===== config.mk =====
export PLATFORM = sky130hd
export DESIGN_NAME = sd_blkwr_ctrl
export DESIGN_NICKNAME = d
export VERILOG_FILES = /design/src/rtl/sd_blkwr_ctrl.sv
export SDC_FILE = /design/constraint.sdc
export NUM_CORES = 1
export LEC_CHECK = 0
export CORE_AREA = 10 10 57 59
export CTS_BUF_LIST = sky130_fd_sc_hd__clkbuf_16
export DETAILED_ROUTE_END_ITERATION = 8
export DIE_AREA = 0 0 67 69
export PLACE_DENSITY = 0.8
export SETUP_SLACK_MARGIN = 0.3
export SLEW_MARGIN = 15
export SYNTH_ARGS = -nofsm -noshare
export SYNTH_HDL_FRONTEND = slang
export SYNTH_SLANG_ARGS = --single-unit

===== constraint.sdc =====
create_clock -name clk -period 2.7 [get_ports clk]
set_input_delay 0.54 -clock clk [delete_from_list [all_inputs] [get_ports clk]]
set_output_delay 0.54 -clock clk [all_outputs]
set_load 0.02 [all_outputs]

===== src/rtl/sd_blkwr_ctrl.sv =====
module sd_blkwr_ctrl #(
  parameter int BUF_DEPTH = 2,
  parameter int BLK_LOG2  = 9
) (
  input  logic                clk,
  input  logic                rst_n,
  input  logic                wr_start,
  input  logic                wr_multi,
  input  logic                stop,
  input  logic                blk_begin,
  input  logic [BLK_LOG2-1:0] blk_offs,
  input  logic                blk_wp,
  input  logic                misalign_ok,
  input  logic                blk_end,
  input  logic                blk_crc_ok,
  output logic                prog_req,
  input  logic                prog_done,
  input  logic                sel_set,
  input  logic                sel_clr,
  input  logic                stat_rd,
  output logic                stat_vld,
  output logic [3:0]          stat_word,
  output logic                ready_for_data,
  output logic                dat0_oe,
  output logic                dat0_out
);

  localparam int CNT_W = $clog2(BUF_DEPTH + 1);
  localparam logic [CNT_W-1:0] FULL_CNT = CNT_W'(BUF_DEPTH);

  logic             active, multi, poison, sel_q;
  logic [CNT_W-1:0] cnt;
  logic [4:0]       tok_sr;
  logic [2:0]       tok_left;
  logic             crc_err, addr_err, wp_viol;

  logic live, full, bad_align, bad_wp, end_take, accept, crc_fail, pop;

  assign live      = active && !poison;
  assign full      = (cnt == FULL_CNT);
  assign bad_align = blk_begin && live && !misalign_ok && (blk_offs != '0);
  assign bad_wp    = blk_begin && live && blk_wp;
  assign end_take  = blk_end && live && !full;
  assign accept    = end_take && blk_crc_ok;
  assign crc_fail  = end_take && !blk_crc_ok;
  assign pop       = prog_done && (cnt != '0);

  assign prog_req       = (cnt != '0);
  assign ready_for_data = !full;
  assign dat0_oe        = sel_q && ((tok_left != '0) || full);
  assign dat0_out       = (tok_left != '0) ? tok_sr[4] : 1'b0;

  always_ff @(posedge clk) begin
    if (!rst_n) begin
      active <= 1'b0;
      multi  <= 1'b0;
      poison <= 1'b0;
    end else if (stop) begin
      active <= 1'b0;
      poison <= 1'b0;
    end else if (wr_start) begin
      active <= 1'b1;
      multi  <= wr_multi;
      poison <= 1'b0;
    end else begin
      if (bad_align || bad_wp || crc_fail) poison <= 1'b1;
      if (end_take && !multi) active <= 1'b0;
    end
  end

  always_ff @(posedge clk) begin
    if (!rst_n) cnt <= '0;
    else        cnt <= cnt + CNT_W'(accept) - CNT_W'(pop);
  end

  always_ff @(posedge clk) begin
    if (!rst_n)       sel_q <= 1'b1;
    else if (sel_clr) sel_q <= 1'b0;
    else if (sel_set) sel_q <= 1'b1;
  end

  always_ff @(posedge clk) begin
    if (!rst_n) begin
      tok_sr   <= 5'b11111;
      tok_left <= '0;
    end else if (end_take) begin
      tok_sr   <= blk_crc_ok ? 5'b00101 : 5'b01011;
      tok_left <= 3'd5;
    end else if (tok_left != '0) begin
      tok_sr   <= {tok_sr[3:0], 1'b1};
      tok_left <= tok_left - 3'd1;
    end
  end

  always_ff @(posedge clk) begin
    if (!rst_n) begin
      crc_err  <= 1'b0;
      addr_err <= 1'b0;
      wp_viol  <= 1'b0;
    end else begin
      crc_err  <= (crc_err  && !stat_rd) || crc_fail;
      addr_err <= (addr_err && !stat_rd) || bad_align;
      wp_viol  <= (wp_viol  && !stat_rd) || bad_wp;
    end
  end

  always_ff @(posedge clk) begin
    if (!rst_n) begin
      stat_vld  <= 1'b0;
      stat_word <= '0;
    end else begin
      stat_vld <= stat_rd;
      if (stat_rd) stat_word <= {wp_viol, addr_err, crc_err, !full};
    end
  end


  desel_release_chk: assert property (@(posedge clk) disable iff (!rst_n)
    sel_clr |=> !dat0_oe);


  cnt_bound_chk: assert property (@(posedge clk) disable iff (!rst_n)
    cnt <= FULL_CNT);


  poison_hold_chk: assert property (@(posedge clk) disable iff (!rst_n)
    (poison && blk_end && !stop && !wr_start) |=> (cnt <= $past(cnt)));


  stat_clear_chk: assert property (@(posedge clk) disable iff (!rst_n)
    (stat_rd && !blk_begin && !blk_end) |=> !(crc_err || addr_err || wp_viol));


  prog_req_chk: assert property (@(posedge clk) disable iff (!rst_n)
    accept |=> prog_req);


  ready_fall_chk: assert property (@(posedge clk) disable iff (!rst_n)
    $fell(ready_for_data) |-> $past(accept));

endmodule


=== Word level (Yosys, flattened, before mapping) ===
Index checks and enable logic that the tools add are counted.

* Bits of input ports: 23
* Logic and storage cells: 66
* Bits in registers: 22

* Reduce and logical (&&, ||, !) cells: 37
* Equal/unequal tests: 1
* Add/subtract/negate cells: 3
* Mux-type cells: 10
* Bitwise operators: 2

{| class="wikitable"
|+ Operators with widths
! kind !! count
|-
| logical AND 1 bit || 15
|-
| two-way mux 5 bit || 2
|-
| nonzero test 9 bit || 1
|-
| nonzero test 2 bit || 4
|-
| zero test 1 bit || 6
|-
| logical OR 1 bit || 6
|-
| two-way mux 3 bit || 2
|-
| two-way mux 1 bit || 5
|-
| two-way mux 4 bit || 1
|-
| OR reduction 2 bit || 2
|-
| nonzero test 3 bit || 1
|-
| OR reduction 3 bit || 1
|-
| subtractor 3 x 1 -> 3 bit (second input constant) || 1
|-
| adder 2 x 1 -> 2 bit || 1
|-
| equality test 2 bit (second input constant) || 1
|-
| NOT 1 bit || 2
|-
| AND reduction 2 bit || 1
|-
| subtractor 2 x 1 -> 2 bit || 1
|}

=== Logic depth before layout (Yosys ltp) ===
Gate-level depths: netlist (run 1).

* Depth in word-level cells: 7
* Mapped depth: 10
* Mapped depth without buffers: 10

=== Worst setup path before layout (run 1) ===
OpenSTA, ideal clock, no wires.

* Kind: flip-flop to output port
* Start: register tok_left[0]
* End: output dat0_oe
* Required time: 2.160 ns
* Data arrival time: 1.378 ns
* Path buffers: 1
* Stages on the path, launching flop included: 6
* Slack: 0.782 ns
* Cell sequence: dfxtp_1 > inv_1 > ha_1 > ha_1 > buf_6 > a21boi_0

* Longest elaborated chain between the ends: 3

{| class="wikitable"
|+ Ends and longest elaborated chain
! item !! RTL line !! source
|-
| from (decl) || 34 || <nowiki>logic [2:0] tok_left;</nowiki>
|-
| from (signal assigned) || 91 || <nowiki>tok_left <= tok_left - 3'd1;</nowiki>
|-
| nonzero test 3 bit || 50 || <nowiki>assign dat0_oe = sel_q && ((tok_left != '0) || full);</nowiki>
|-
| logical OR 1 bit || 50 ||
|-
| logical AND 1 bit || 50 ||
|-
| to (decl) || 24 || <nowiki>output logic dat0_oe,</nowiki>
|}

Every way passes these cells.

=== Final worst setup path (run 1) ===
* Start: input blk_end
* End: register cnt[1]

* Longest elaborated chain between the ends: 5

{| class="wikitable"
|+ Ends and longest elaborated chain
! item !! RTL line !! source
|-
| from (decl) || 14 || <nowiki>input logic blk_end,</nowiki>
|-
| logical AND 1 bit (2 in a row) || 43 || <nowiki>assign end_take = blk_end && live && !full;</nowiki>
|-
| logical AND 1 bit || 44 || <nowiki>assign accept = end_take && blk_crc_ok;</nowiki>
|-
| adder 2 x 1 -> 2 bit || 73 || <nowiki>else cnt <= cnt + CNT_W'(accept) - CNT_W'(pop);</nowiki>
|-
| subtractor 2 x 1 -> 2 bit || 73 ||
|-
| to (signal assigned) || 73 ||
|-
| to (decl) || 32 || <nowiki>logic [CNT_W-1:0] cnt;</nowiki>
|}

Every way passes these cells.
A chain may end at the register's enable or synchronous reset.

==> flow_metrics.tcl, run 1 <==
set metrics [dict create \
    clkSinkCount 21 \
    cp_data_arrival_time_ps 2380 \
    ios 32 \
    cp.required_ps 2880 \
    start_kind "primary input" \
    grt_usage_pct 10.3 \
    ys_seq_elements 21 \
    synth_fa_ha_area_share_pct 6.24 \
    path_max_fanout 6 \
    syn_avg_cell_area_um2 9.64 \
    die_h_um 69 \
    cts_tree "done" \
    diodes 0 \
    worstHoldPathType "reg -> reg" \
    avgRoutedWirePerCell_um 13.8 \
    drtPass1Iterations 4 \
    fill_cells 175 \
    dpl.cell_count 160 \
    rsz0062_at_grt "no" \
    rows 17 \
    fin_crit_ps 2200 \
    end_kind "register" \
    worst_slew_pin_slew_ps 445 \
    dp_hpwl_um 1810 \
    maxCapViolations 0 \
    initial_core_util_pct 46.7 \
    tns_ps 0 \
    ir_worst_vdd_mv 0.480 \
    insertion_delay_ps 250 \
    placed_area_um2 1330 \
    maxClockFrequency_mhz 455 \
    synth_top_family_by_area "simple AND/OR/NAND/NOR gates" \
    cts_buffer_depth 2 \
    viasPerCell 5.09 \
    cts_made_buffers 3 \
    first_global_vias 917 \
    drive_gt1_share_pct 13.2 \
    remaining_drc_errors 0 \
    cts_setup_buffers 0 \
    antenna_found_initial 0 \
    status "completed" \
    most-common-layout-cells "29 x clkdlybuf4s50_1, 21 x dfxtp_1, 13 x nor2_1" \
    core_region_area_um2 2150 \
    drtIter0Drc 21 \
    dr_total_vias 835 \
    place_congestion 0.790 \
    powerDensity_nw_per_um2 784 \
    critical_path_class "in -> reg" \
    clk_pin_slew_ps 60 \
    synth_fp_nets 132 \
    syn_to_final_growth_pct 40.8 \
    final_antenna_net_count 0 \
    multi_input_area_um2 523 \
    grt_pass1_wl_um 3880 \
    synth.area.mux_share_pct 8.24 \
    slew_viol_final 0 \
    grt.overflow.total 0 \
    ys_warn_count 0 \
    clock-root-buffer "clkbuf_16" \
    synth_simple_gate_area_share_pct 21.0 \
    portBuffers 31 \
    synth.cell_area_um2 1000 \
    nets 165 \
    floorplan.die.width_um 67 \
    die-area_um2 4620 \
    skew_ps 2.90 \
    synth-compound-area-share_pct 14.7 \
    setup_viol 0 \
    ys_seq_area_share_pct 41.9 \
    final_common_cell "clkdlybuf4s50_1" \
    hold_viol 0 \
    grt_max_degree 14 \
    synthesis.instances 104 \
    postCtsHoldBufs 0 \
    p_leak_nw 0.585 \
    seqCellArea_um2 420 \
    htreeDepth 1 \
    yosysUniqueCellTypes 37 \
    cts_resized 2 \
    final_area_um2 1410 \
    routed_wl_um 2270 \
    post-route-period-util_pct 81.4 \
    synthXorXnorAreaFrac_pct 1.75 \
    layoutNonFillerInstCount 164 \
    slew_headroom_pct 70.3 \
]
[flip-flops by register name, summed over array words and instances, names as in the netlist]
| name | cells |
|---|---|
| tok_sr | 4 |
| stat_vld | 1 |
| sel_q | 1 |
| cnt | 2 |
| tok_left | 3 |
| wp_viol | 1 |
| stat_word | 4 |
| crc_err | 1 |
| active | 1 |
| poison | 1 |
| addr_err | 1 |
| multi | 1 |
[stage by stage]
step           utilization, %  power [mW]  hold WS [ps]  setup WS (ps)
3_3_place_gp             61.8       0.796           466            337
4_1_cts                  65.6        1.12           503            312
2_1_floorplan               -       0.671           449            782
3_5_place_dp             61.8       0.812           488            255
5_1_grt                  65.7        1.18           534            368
6_report                 65.7        1.11           493            502
[kinds of logic after synthesis]
| kind of cell | Yosys count |
|---|---|
| adder cells (fa/ha/maj) | 5 |
| AO/OA/AOI/OAI | 20 |
| XOR/XNOR | 2 |
| AND/OR/NAND/NOR | 34 |
| flip-flops | 21 |
| buffers and inverters | 14 |
| multiplexers | 8 |
[cell type report]
class	count	area share, %
inverters	11	2.93
clock inverters	1	0.355
flip-flops and latches	21	29.8
repair buffers	31	22.1
multi-input cells	69	37.1
well taps	28	2.48
clock buffers	3	5.32
[metal layers]
layer  vias to the layer above  share of wire, %  GRT usage [%]
met3                         7               7.5           5.31
met5                         -                 0              0
met2                        21                51           17.7
li1                        420                 -              -
met4                         0               2.0           3.85
met1                       387                39           9.91
[Yosys cell counts]
library cell,n,area [µm²]
ha_1,5,62.6
mux2i_1,6,60.1
nand3_1,1,5.00
a21boi_0,1,7.51
and4_4,1,11.3
nor2b_1,4,25.0
a311oi_1,1,8.76
clkbuf_1,1,3.75
nand3b_1,1,7.51
inv_1,9,33.8
nor2_1,13,48.8
a211oi_1,1,7.51
dfxtp_1,21,420
xor2_1,2,17.5
nand2b_1,1,6.26
buf_6,1,11.3
or2_2,1,6.26
o21ai_0,3,15.0
o31a_1,1,8.76
a31oi_1,2,12.5
a311oi_2,1,15.0
nor3_1,4,20.0
buf_2,1,5.00
and2b_1,1,7.51
mux2_2,2,22.5
nor3_2,1,10.0
and2b_4,1,10.0
nor4_4,1,21.3
a2111oi_2,1,15.0
o21a_1,2,15.0
nor4_2,1,12.5
and2_1,3,18.8
a21oi_1,3,15.0
o21ai_1,2,10.0
a31o_2,1,8.76
inv_2,2,7.51
a32oi_1,1,8.76
[report_power, final]
| group | switching (mW) | leakage [nW] | internal [mW] | total, mW |
|---|---|---|---|---|
| logic | 0.219 | 0.372 | 0.205 | 0.424 |
| clock network | 0.111 | 0.0409 | 0.199 | 0.310 |
| registers | 0.0235 | 0.172 | 0.349 | 0.373 |
[path summary, 6_finish.rpt]
kind         cells after the start  slack [ps]       to  startpoint
min reg2reg                      2         490  wp_viol     wp_viol
max                              9         500   cnt[1]     blk_end
max reg2reg                      9         760   cnt[1]      active
min                              2         490  wp_viol     wp_viol
[critical path: stages]
cell and delay, ps:
clkdlybuf4s50_1 620, and4_4 280, inv_1 40, ha_1 260
inv_1 40, ha_1 180, xor2_1 150, and2_1 150
nor3_1 110
Note: power is estimated with default switching activity, not from simulation.
==> run 2: changes to the inputs <==
Settings changed: CORE_AREA 10 10 57 59 to 10 10 62 64, DIE_AREA 0 0 67 69 to 0 0 72 74, PLACE_DENSITY 0.8 to 0.7.
Clock period 2.7 ns to 1.8 ns, I/O delays scaled along.
==> flow_metrics.tcl, run 2 (synthesis gave the netlist of run 1 again) <==
set metrics [dict create \
    fin_ws_ps 88.6 \
    path_max_fanout 4 \
    clock-root-buffer "clkbuf_16" \
    layoutNonFillerInstCount 183 \
    cts_buffer_depth 2 \
    end_kind "register" \
    dpl.cell_count 174 \
    final_antenna_net_count 0 \
    clkSinkCount 21 \
    rows 19 \
    reg2reg_depth 9 \
    first_global_vias 933 \
    diodes 0 \
    rsz0062_at_grt "yes" \
    cp-startpoint "poison" \
    fin_hold_ws_ps 496 \
    powerDensity_nw_per_um2 1240 \
    postCtsHoldBufs 0 \
    worst_slew_pin_slew_ps 449 \
    core_region_area_um2 2660 \
    most-common-layout-cells "20 x clkdlybuf4s50_1, 17 x dfxtp_1, 15 x buf_4" \
    worstHoldStart "wp_viol" \
    drive_gt1_share_pct 36.8 \
    initial_core_util_pct 37.6 \
    setup.worst_path.end "cnt[1]" \
    htreeDepth 1 \
    die_h_um 74 \
    status "completed" \
    reg.largest.list "stat_word (4), tok_sr (4), tok_left (3)" \
    antenna_found_initial 0 \
    drtIter0Drc 24 \
    avgRoutedWirePerCell_um 13.5 \
    multi_input_area_um2 618 \
    slew_headroom_pct 70.1 \
    ir_worst_vdd_mv 1.28 \
    fill_cells 236 \
    rrSetupSlack_ps 90 \
    hold_viol 0 \
    rr_startpoint "poison" \
    place_congestion 0.750 \
    worstHoldPathType "reg -> reg" \
    skew_ps 1.74 \
    maxCapViolations 0 \
    dr_total_vias 903 \
    floorplan.die.width_um 72 \
    ios 32 \
    start_kind "register" \
    cts_tree "done" \
    nets 181 \
    cp_data_arrival_time_ps 1830 \
    post-route-period-util_pct 95.1 \
    fin_util_pct 61.6 \
    clk_pin_slew_ps 60 \
    cp.required_ps 1920 \
    grt_max_degree 14 \
    maxClockFrequency_mhz 584 \
    p_leak_nw 0.698 \
    insertion_delay_ps 250 \
    syn_to_final_growth_pct 63.7 \
    critical_path_class "reg -> reg" \
    setup_viol 0 \
    slew_viol_final 0 \
    finalPower_mw 2.03 \
    routed_wl_um 2470 \
    fin_crit_ps 1710 \
    drtPass1Iterations 4 \
    grt_usage_pct 9.72 \
    holdPathStages 2 \
    viasPerCell 4.93 \
    seqCellArea_um2 425 \
    portBuffers 31 \
    final_common_cell "clkdlybuf4s50_1" \
    r2r-end "cnt[1]" \
    die-area_um2 5330 \
    remaining_drc_errors 0 \
    dp_slack_ps -326 \
    dp_hpwl_um 1920 \
    grt.overflow.total 0 \
    cts_made_buffers 3 \
    grt_pass1_wl_um 4250 \
]
==> run 2: repair_timing <==
action / 4_1_cts / 5_1_grt
pin swaps: 6 / 8
gates resized for setup: 40 / 17
endpoints found under the hold margin: 0 / 0
buffers inserted: 3 / 2
endpoints found under the setup margin: 13 / 8
==> run 2: worst min path at each step <==
stage / to / slack (ps)
after floorplan: active / 430
after global placement: wp_viol / 470
after global routing: wp_viol / 520
after CTS: wp_viol / 500
final: wp_viol / 500
after detailed placement: wp_viol / 480
==> run 2: cell type report <==
cell class,instances,area share [%]
clock inverter,1,0.229
tap,31,2.36
timing repair buffer,47,26.2
multi-input combinational,69,37.7
sequential,21,25.9
inverter,11,2.97
clock buffer,3,4.58
==> run 2: metrics by stage <==
stage	cell area [µm²]	TNS, ps
after floorplan	1010	0
after global placement	1420	-567
after detailed placement	1420	-726
after CTS	1570	0
after global routing	1640	0
final	1640	0
==> run 2: power breakdown <==
group	total (mW)	internal [mW]	switching (mW)
combinational	1.01	0.562	0.445
clock	0.455	0.295	0.160
sequential	0.572	0.532	0.0397
==> run 2: worst max-delay path, stage by stage (launching register included) <==
cell     delay [ps]
dfxtp_1         320
and2b_1         210
and4_4          250
inv_4            40
ha_4            240
inv_2            30
ha_4            150
xor2_2          140
nor2_1          140
nor3_2           60
==> run 2: per-layer routing <==
metal / routed length, µm / GRT usage, %
met2: 1300 / 17.3
met5: 0 / 0
met3: 150 / 4.79
met1: 1000 / 10.3
met4: 12 / 1.72
==> run 3: changes to the inputs <==
Settings changed: SLEW_MARGIN 15 to 10.
==> results of run 3 <==
Final layout, timing and power as in run 2 (identical DEF).
